[src/rtl/mbd_pkg.sv]
package mbd_pkg;
  typedef enum logic [1:0] {
    PH_IDLE   = 2'd0,
    PH_DAC_HI = 2'd1,
    PH_DATA   = 2'd2
  } phase_e;

  localparam logic [3:0] CMD_DUAL_ADDR = 4'b1101;
endpackage

[src/rtl/mbd_phase_tracker.sv]
module mbd_phase_tracker
  import mbd_pkg::*;
#(
  parameter int              CMD_W   = 4,
  parameter logic [CMD_W-1:0] DAC_CMD = CMD_DUAL_ADDR
) (
  input  logic             clk,
  input  logic             rst_n,
  input  logic             start,
  input  logic             active,
  input  logic [CMD_W-1:0] cmd_lo,
  output logic             addr_clk,
  output logic             dac_first,
  output logic             dac_second,
  output logic             data_clk
);
  phase_e phase_q, phase_d;

  always_comb begin
    addr_clk   = start;
    dac_first  = start && (cmd_lo == DAC_CMD);
    dac_second = !start && active && (phase_q == PH_DAC_HI);
    data_clk   = !start && active && (phase_q == PH_DATA);
  end

  always_comb begin
    phase_d = phase_q;
    if (start)
      phase_d = dac_first ? PH_DAC_HI : PH_DATA;
    else if (!active)
      phase_d = PH_IDLE;
    else if (phase_q == PH_DAC_HI)
      phase_d = PH_DATA;
  end

  always_ff @(posedge clk or negedge rst_n) begin
    if (!rst_n) phase_q <= PH_IDLE;
    else        phase_q <= phase_d;
  end
endmodule

[src/rtl/mbd_addr_capture.sv]
module mbd_addr_capture #(
  parameter int ADDR_W = 64,
  parameter int CMD_W  = 4,
  localparam int HALF_W = ADDR_W / 2
) (
  input  logic              clk,
  input  logic              rst_n,
  input  logic              addr_clk,
  input  logic              dac_first,
  input  logic              dac_second,
  input  logic [ADDR_W-1:0] ad,
  input  logic [CMD_W-1:0]  cmd_lo,
  input  logic [CMD_W-1:0]  cmd_hi,
  output logic              addr_valid,
  output logic [ADDR_W-1:0] addr,
  output logic [CMD_W-1:0]  cmd,
  output logic              dac
);
  logic [HALF_W-1:0] lo_stage_q;
  logic [CMD_W-1:0]  cmd_stage_q;

  always_ff @(posedge clk or negedge rst_n) begin
    if (!rst_n) begin
      lo_stage_q  <= '0;
      cmd_stage_q <= '0;
      addr_valid  <= 1'b0;
      addr        <= '0;
      cmd         <= '0;
      dac         <= 1'b0;
    end else begin
      addr_valid <= 1'b0;
      if (dac_first) begin
        lo_stage_q  <= ad[HALF_W-1:0];
        cmd_stage_q <= cmd_hi;
      end else if (addr_clk) begin
        addr_valid <= 1'b1;
        addr       <= ad;
        cmd        <= cmd_lo;
        dac        <= 1'b0;
      end else if (dac_second) begin
        addr_valid <= 1'b1;
        addr       <= {ad[HALF_W-1:0], lo_stage_q};
        cmd        <= cmd_stage_q;
        dac        <= 1'b1;
      end
    end
  end
endmodule

[src/rtl/mbd_beat_out.sv]
module mbd_beat_out #(
  parameter int DATA_W = 64,
  localparam int BE_W = DATA_W / 8
) (
  input  logic              clk,
  input  logic              rst_n,
  input  logic              data_clk,
  input  logic [DATA_W-1:0] ad,
  input  logic [BE_W-1:0]   cbe_n,
  output logic              beat_valid,
  output logic [DATA_W-1:0] beat_data,
  output logic [BE_W-1:0]   beat_be
);
  always_ff @(posedge clk or negedge rst_n) begin
    if (!rst_n) begin
      beat_valid <= 1'b0;
      beat_data  <= '0;
    end else begin
      beat_valid <= data_clk;
      if (data_clk) beat_data <= ad;
    end
  end

  for (genvar lane = 0; lane < BE_W; lane++) begin : g_lane
    always_ff @(posedge clk or negedge rst_n) begin
      if (!rst_n)        beat_be[lane] <= 1'b0;
      else if (data_clk) beat_be[lane] <= ~cbe_n[lane];
    end
  end
endmodule

[src/rtl/mbd_parity.sv]
module mbd_parity #(
  parameter int PAR_W = 32,
  parameter int CMD_W = 4
) (
  input  logic             clk,
  input  logic             rst_n,
  input  logic             armed,
  input  logic [PAR_W-1:0] ad_lo,
  input  logic [CMD_W-1:0] cbe_lo,
  input  logic             par,
  output logic             par_gen,
  output logic             par_err
);
  logic armed_q;

  always_ff @(posedge clk or negedge rst_n) begin
    if (!rst_n) begin
      par_gen <= 1'b0;
      armed_q <= 1'b0;
      par_err <= 1'b0;
    end else begin
      par_gen <= ^{ad_lo, cbe_lo};
      armed_q <= armed;
      par_err <= armed_q && (par != par_gen);
    end
  end
endmodule

[src/rtl/mbus_addr_decoder.sv]
module mbus_addr_decoder
  import mbd_pkg::*;
#(
  parameter int DATA_W = 64,
  parameter int CMD_W  = 4,
  localparam int BE_W  = DATA_W / 8,
  localparam int HALF_W = DATA_W / 2
) (
  input  logic              clk,
  input  logic              rst_n,
  input  logic              start,
  input  logic              active,
  input  logic [DATA_W-1:0] ad,
  input  logic [BE_W-1:0]   cbe_n,
  input  logic              par,
  output logic              addr_valid,
  output logic [DATA_W-1:0] addr,
  output logic [CMD_W-1:0]  cmd,
  output logic              dac,
  output logic              beat_valid,
  output logic [DATA_W-1:0] beat_data,
  output logic [BE_W-1:0]   beat_be,
  output logic              par_gen,
  output logic              par_err
);
  logic addr_clk, dac_first, dac_second, data_clk;
  logic [CMD_W-1:0] cmd_lo, cmd_hi;

  assign cmd_lo = cbe_n[CMD_W-1:0];
  assign cmd_hi = cbe_n[2*CMD_W-1:CMD_W];

  mbd_phase_tracker #(.CMD_W(CMD_W), .DAC_CMD(CMD_DUAL_ADDR)) u_phase (
    .clk(clk), .rst_n(rst_n), .start(start), .active(active), .cmd_lo(cmd_lo),
    .addr_clk(addr_clk), .dac_first(dac_first), .dac_second(dac_second),
    .data_clk(data_clk)
  );

  mbd_addr_capture #(.ADDR_W(DATA_W), .CMD_W(CMD_W)) u_addr (
    .clk(clk), .rst_n(rst_n), .addr_clk(addr_clk), .dac_first(dac_first),
    .dac_second(dac_second), .ad(ad), .cmd_lo(cmd_lo), .cmd_hi(cmd_hi),
    .addr_valid(addr_valid), .addr(addr), .cmd(cmd), .dac(dac)
  );

  mbd_beat_out #(.DATA_W(DATA_W)) u_beat (
    .clk(clk), .rst_n(rst_n), .data_clk(data_clk), .ad(ad), .cbe_n(cbe_n),
    .beat_valid(beat_valid), .beat_data(beat_data), .beat_be(beat_be)
  );

  mbd_parity #(.PAR_W(HALF_W), .CMD_W(CMD_W)) u_par (
    .clk(clk), .rst_n(rst_n), .armed(start || active),
    .ad_lo(ad[HALF_W-1:0]), .cbe_lo(cmd_lo), .par(par),
    .par_gen(par_gen), .par_err(par_err)
  );
endmodule

[config.mk]
export PLATFORM = sky130hd
export DESIGN_NAME = mbus_addr_decoder
export DESIGN_NICKNAME = d
export VERILOG_FILES = /design/src/rtl/mbd_pkg.sv /design/src/rtl/mbd_phase_tracker.sv /design/src/rtl/mbd_addr_capture.sv /design/src/rtl/mbd_beat_out.sv /design/src/rtl/mbd_parity.sv /design/src/rtl/mbus_addr_decoder.sv
export SDC_FILE = /design/constraint.sdc
export NUM_CORES = 1
export LEC_CHECK = 0
export BUFFER_PORTS_ARGS = -buffer_cell sky130_fd_sc_hd__buf_2
export CELL_PAD_IN_SITES_DETAIL_PLACEMENT = 1
export CELL_PAD_IN_SITES_GLOBAL_PLACEMENT = 2
export CORE_MARGIN = 2
export CORE_UTILIZATION = 34
export CTS_CLUSTER_SIZE = 30
export DETAILED_ROUTE_END_ITERATION = 16
export PLACE_DENSITY_LB_ADDON = 0.12
export SYNTH_ARGS = -nofsm -noshare
export SYNTH_HDL_FRONTEND = slang
export SYNTH_SLANG_ARGS = --single-unit
[constraint.sdc]
create_clock -name clk -period 4.3 [get_ports clk]
set_input_delay 0 -clock clk [delete_from_list [all_inputs] [get_ports clk]]
set_output_delay 0 -clock clk [all_outputs]
set_load 0.05 [all_outputs]
==> metrics.log <==
INFO  metric status = finished clean
INFO  metric min_period = 1970 ps
INFO  metric nets = 1087
INFO  metric synth.avg_cell_area = 10.6 um^2
INFO  metric netlist-cell-type-count = 23
INFO  metric leakage = 5.39 nW
INFO  metric finalHoldViolations = 0
INFO  metric register_area_share_after_synthesis = 60.0%
INFO  metric via_count_of_the_first_global_routing_pass = 6689
INFO  metric tritoncts.num_buffers = 17
INFO  metric worst_path_class_setup = in -> reg
INFO  metric placed_cells_incl_taps = 1194
INFO  metric detailedRoute.firstIterationViolations = 228
INFO  metric num_io_pins = 222
INFO  metric gr-usage-met3 = 4.82%
INFO  metric path_clk_slew = 70 ps
INFO  metric grt_first_pass_wirelength = 36.4 mm
INFO  metric timing.hold.worst.start = start
INFO  metric antenna_found_initial = 0
INFO  metric syn-instance-count = 727
INFO  metric detailedRoute.firstPassIterationCount = 4
INFO  metric synth_top_area_share = 60.0%
INFO  metric gp_weighted_congestion = 0.721
INFO  metric timing.rr.end = u_addr.addr[17]
INFO  metric final_antenna_net_count = 0
INFO  metric totalWireLength = 22.2 mm
INFO  metric finalNonFillerCells = 1301
INFO  metric synth.cells.most_frequent = 270 x nand2_1, 184 x dfrtp_1, 78 x o21ai_0
INFO  metric depth_of_the_worst_register_to_register_path = 6
INFO  metric synth_area = 7680 um^2
INFO  metric routed_vias_inst = 4.70
INFO  metric buffer_depth_of_the_longest_clock_path = 2
INFO  metric ys_dominant_reg_cell = dfrtp_1
INFO  metric yosys_register_bits = 184
INFO  metric finalCoreUtilization = 47.3%
INFO  metric synthMostInstantiatedCell = nand2_1
INFO  metric critPathMostFrequentCell = nand2_1
INFO  metric whs_endpoint = u_addr.dac
INFO  metric setup.worst_path.end_class = flop
INFO  metric floorplan.die_area = 23800 um^2
INFO  metric cp_cell_sequence = dlygate4sd3_1 -> buf_2 -> inv_1 -> ha_1 -> nand2_1 -> a21oi_4 -> buf_12 -> nand2_1 -> o21ai_0
INFO  metric synth-async-reset-ratio = 100%
INFO  metric cp.required = 4640 ps
INFO  metric maxCapViolations = 0
INFO  metric rows = 54
INFO  metric grt_use_met2 = 33.9%
INFO  metric fin_setup_tns = 0 ps
INFO  metric post-route-drc-count = 0
INFO  metric layout_worst_path_cycle_share = 45.8%
INFO  metric core-area = 22000 um^2
INFO  metric grt-busiest-layer = met2
INFO  metric timing.hold.worst.class = in -> reg
INFO  metric crit_path_max_fanout = 54
INFO  metric cts_tree = yes
INFO  metric number_of_enable_flip_flop_cells_after_synthesis = 0
INFO  metric grt_setup_unrepaired = no
INFO  metric placement.io_buffers = 221
INFO  metric r2r_start = u_phase.phase_q[0]
INFO  metric via_count = 6120
INFO  metric pin_count_of_the_biggest_net_entering_global_routing = 106
INFO  metric top_cell_type_by_total_area_after_synthesis = dfrtp_1
INFO  metric cp_slowest_cell = a21oi_4
INFO  metric overflow = 0
INFO  metric overall_fraction_of_global_route_tracks_in_use = 19.4%
INFO  metric worst-slew-pin-transition = 912 ps
INFO  metric synth.net_count = 806
INFO  metric fp.dieH = 154 um
INFO  metric tritoncts_num_sinks = 184
INFO  metric cp_slowest_stage_delay = 740 ps
INFO  metric power.ir.vdd_worst = 0.000220 V
INFO  metric synth.yosys.warnings = 0
INFO  metric detailedPlacementHpwl = 14.6 mm
INFO  metric r2r_slack = 2390 ps
INFO  metric detail_route.wl_per_cell = 17.0 um
INFO  metric worst_hold_path.num_cells = 3
INFO  metric ctsHtreeMaxLevel = 4
INFO  metric maxClockFrequency = 507 MHz
INFO  metric pwr_density = 530 nW/um^2
INFO  metric slew_headroom = 39.1%
INFO  metric synth.area.top_cells = dfrtp_1 60%, nand2_1 13%, mux2i_1 8.9%, mux2_2 5.3%, o21ai_0 5.1%
INFO  metric final.setup.worst_slack = 2330 ps
INFO  metric fin_worst_hold_slack = 196 ps
INFO  metric setup_viol = 0
INFO  metric layout-area-overhead-vs-synth = 35.6%
INFO  metric use_met1 = 24.1%
INFO  metric cp.arrival = 2310 ps
INFO  metric maxSlewViolCount = 0
INFO  metric dieWidth = 154 um
INFO  metric drive_above_1_share = 29.6%
INFO  metric setup.worst_path.start_class = primary input
INFO  metric fin_worst_skew = 12.7 ps
INFO  metric clockRootBuffer = clkbuf_16
INFO  metric clk_latency = 430 ps
INFO  metric diodes = 0
INFO  metric place_worst_setup_slack = 2240 ps
INFO  metric start_util = 34.9%
## sequential cells by signal, summed over array words and instances (netlist names)
signal and cells:
u_par.par_gen 1, u_beat.beat_valid 1, u_addr.lo_stage_q 32, u_addr.addr_valid 1
u_beat.beat_be 8, u_par.armed_q 1, u_addr.cmd_stage_q 4, u_addr.addr 64
u_addr.dac 1, u_beat.beat_data 64, u_addr.cmd 4, u_phase.phase_q 2
u_par.par_err 1
## cells by family after synthesis
kind of cell	share of synthesized area [%]
AND/OR/NAND/NOR	13.8
XOR/XNOR	4.04
buffers and inverters	2.53
multiplexers	14.1
adder cells (fa/ha/maj)	0.326
flip-flops	60.0
AO/OA/AOI/OAI	5.25
## worst max path at each step
stage | depth (start not counted) | end | from
2_1_floorplan | 8 | u_addr.addr[48] | u_phase.phase_q[0]
3_3_place_gp | 5 | u_addr.addr[19] | start
3_5_place_dp | 5 | u_addr.addr[52] | start
4_1_cts | 9 | u_addr.addr[17] | cbe_n[1]
5_1_grt | 8 | u_addr.addr[8] | cbe_n[1]
6_report | 9 | u_addr.addr[17] | cbe_n[1]
## metrics by stage
stage / cell area (um^2) / total power, mW
final: 10400 / 5.52
after global routing: 10400 / 5.80
after CTS: 10400 / 5.59
after detailed placement: 9080 / 3.95
after global placement: 9080 / 3.90
after floorplan: 7680 / 3.44
## area by class of cell
class                   count  area (um^2)
clock buffers              19          443
clock inverters            13          135
fillers                  2482        11600
inverters                   5         18.8
multi-input cells         496         2900
flip-flops and latches    184         4600
well taps                 280          350
repair buffers            304         1950
## repair_timing
| action | 4_1_cts | 5_1_grt |
|---|---|---|
| hold buffers | 75 | 0 |
| endpoints found under the hold margin | 281 | 0 |
| setup buffers | 0 | 0 |
| gates resized for setup | 0 | 0 |
## placed cells by master (no fill, tap or decap), drive strengths merged, types with 2 or more instances in the layout
cell type	n
dfrtp	184
mux2i	68
clkinv	4
mux2	36
xor2	4
clkbuf	20
o21ai	78
xnor2	28
inv	12
buf	228
dlygate4sd3	75
ha	2
nand3b	2
nand2	270
## report_power, final
group / total (mW) / internal (mW) / switching, mW
registers: 2.20 / 2.04 / 0.164
logic: 1.75 / 0.480 / 1.27
clock network: 1.57 / 0.834 / 0.732
## routing by layer
layer | wire length, um | up-vias
met5 | 0 | -
met1 | 9840 | 3013
met4 | 333 | 0
li1 | - | 2930
met2 | 10900 | 150
met3 | 1080 | 27
## critical path, delay by kind of cell
kind	cells	cell delay, ps
buffers and inverters	4	1060
adder cells (fa/ha/maj)	1	180
AO/OA/AOI/OAI	2	830
AND/OR/NAND/NOR	2	200
Power figures use the tool's default switching activity.
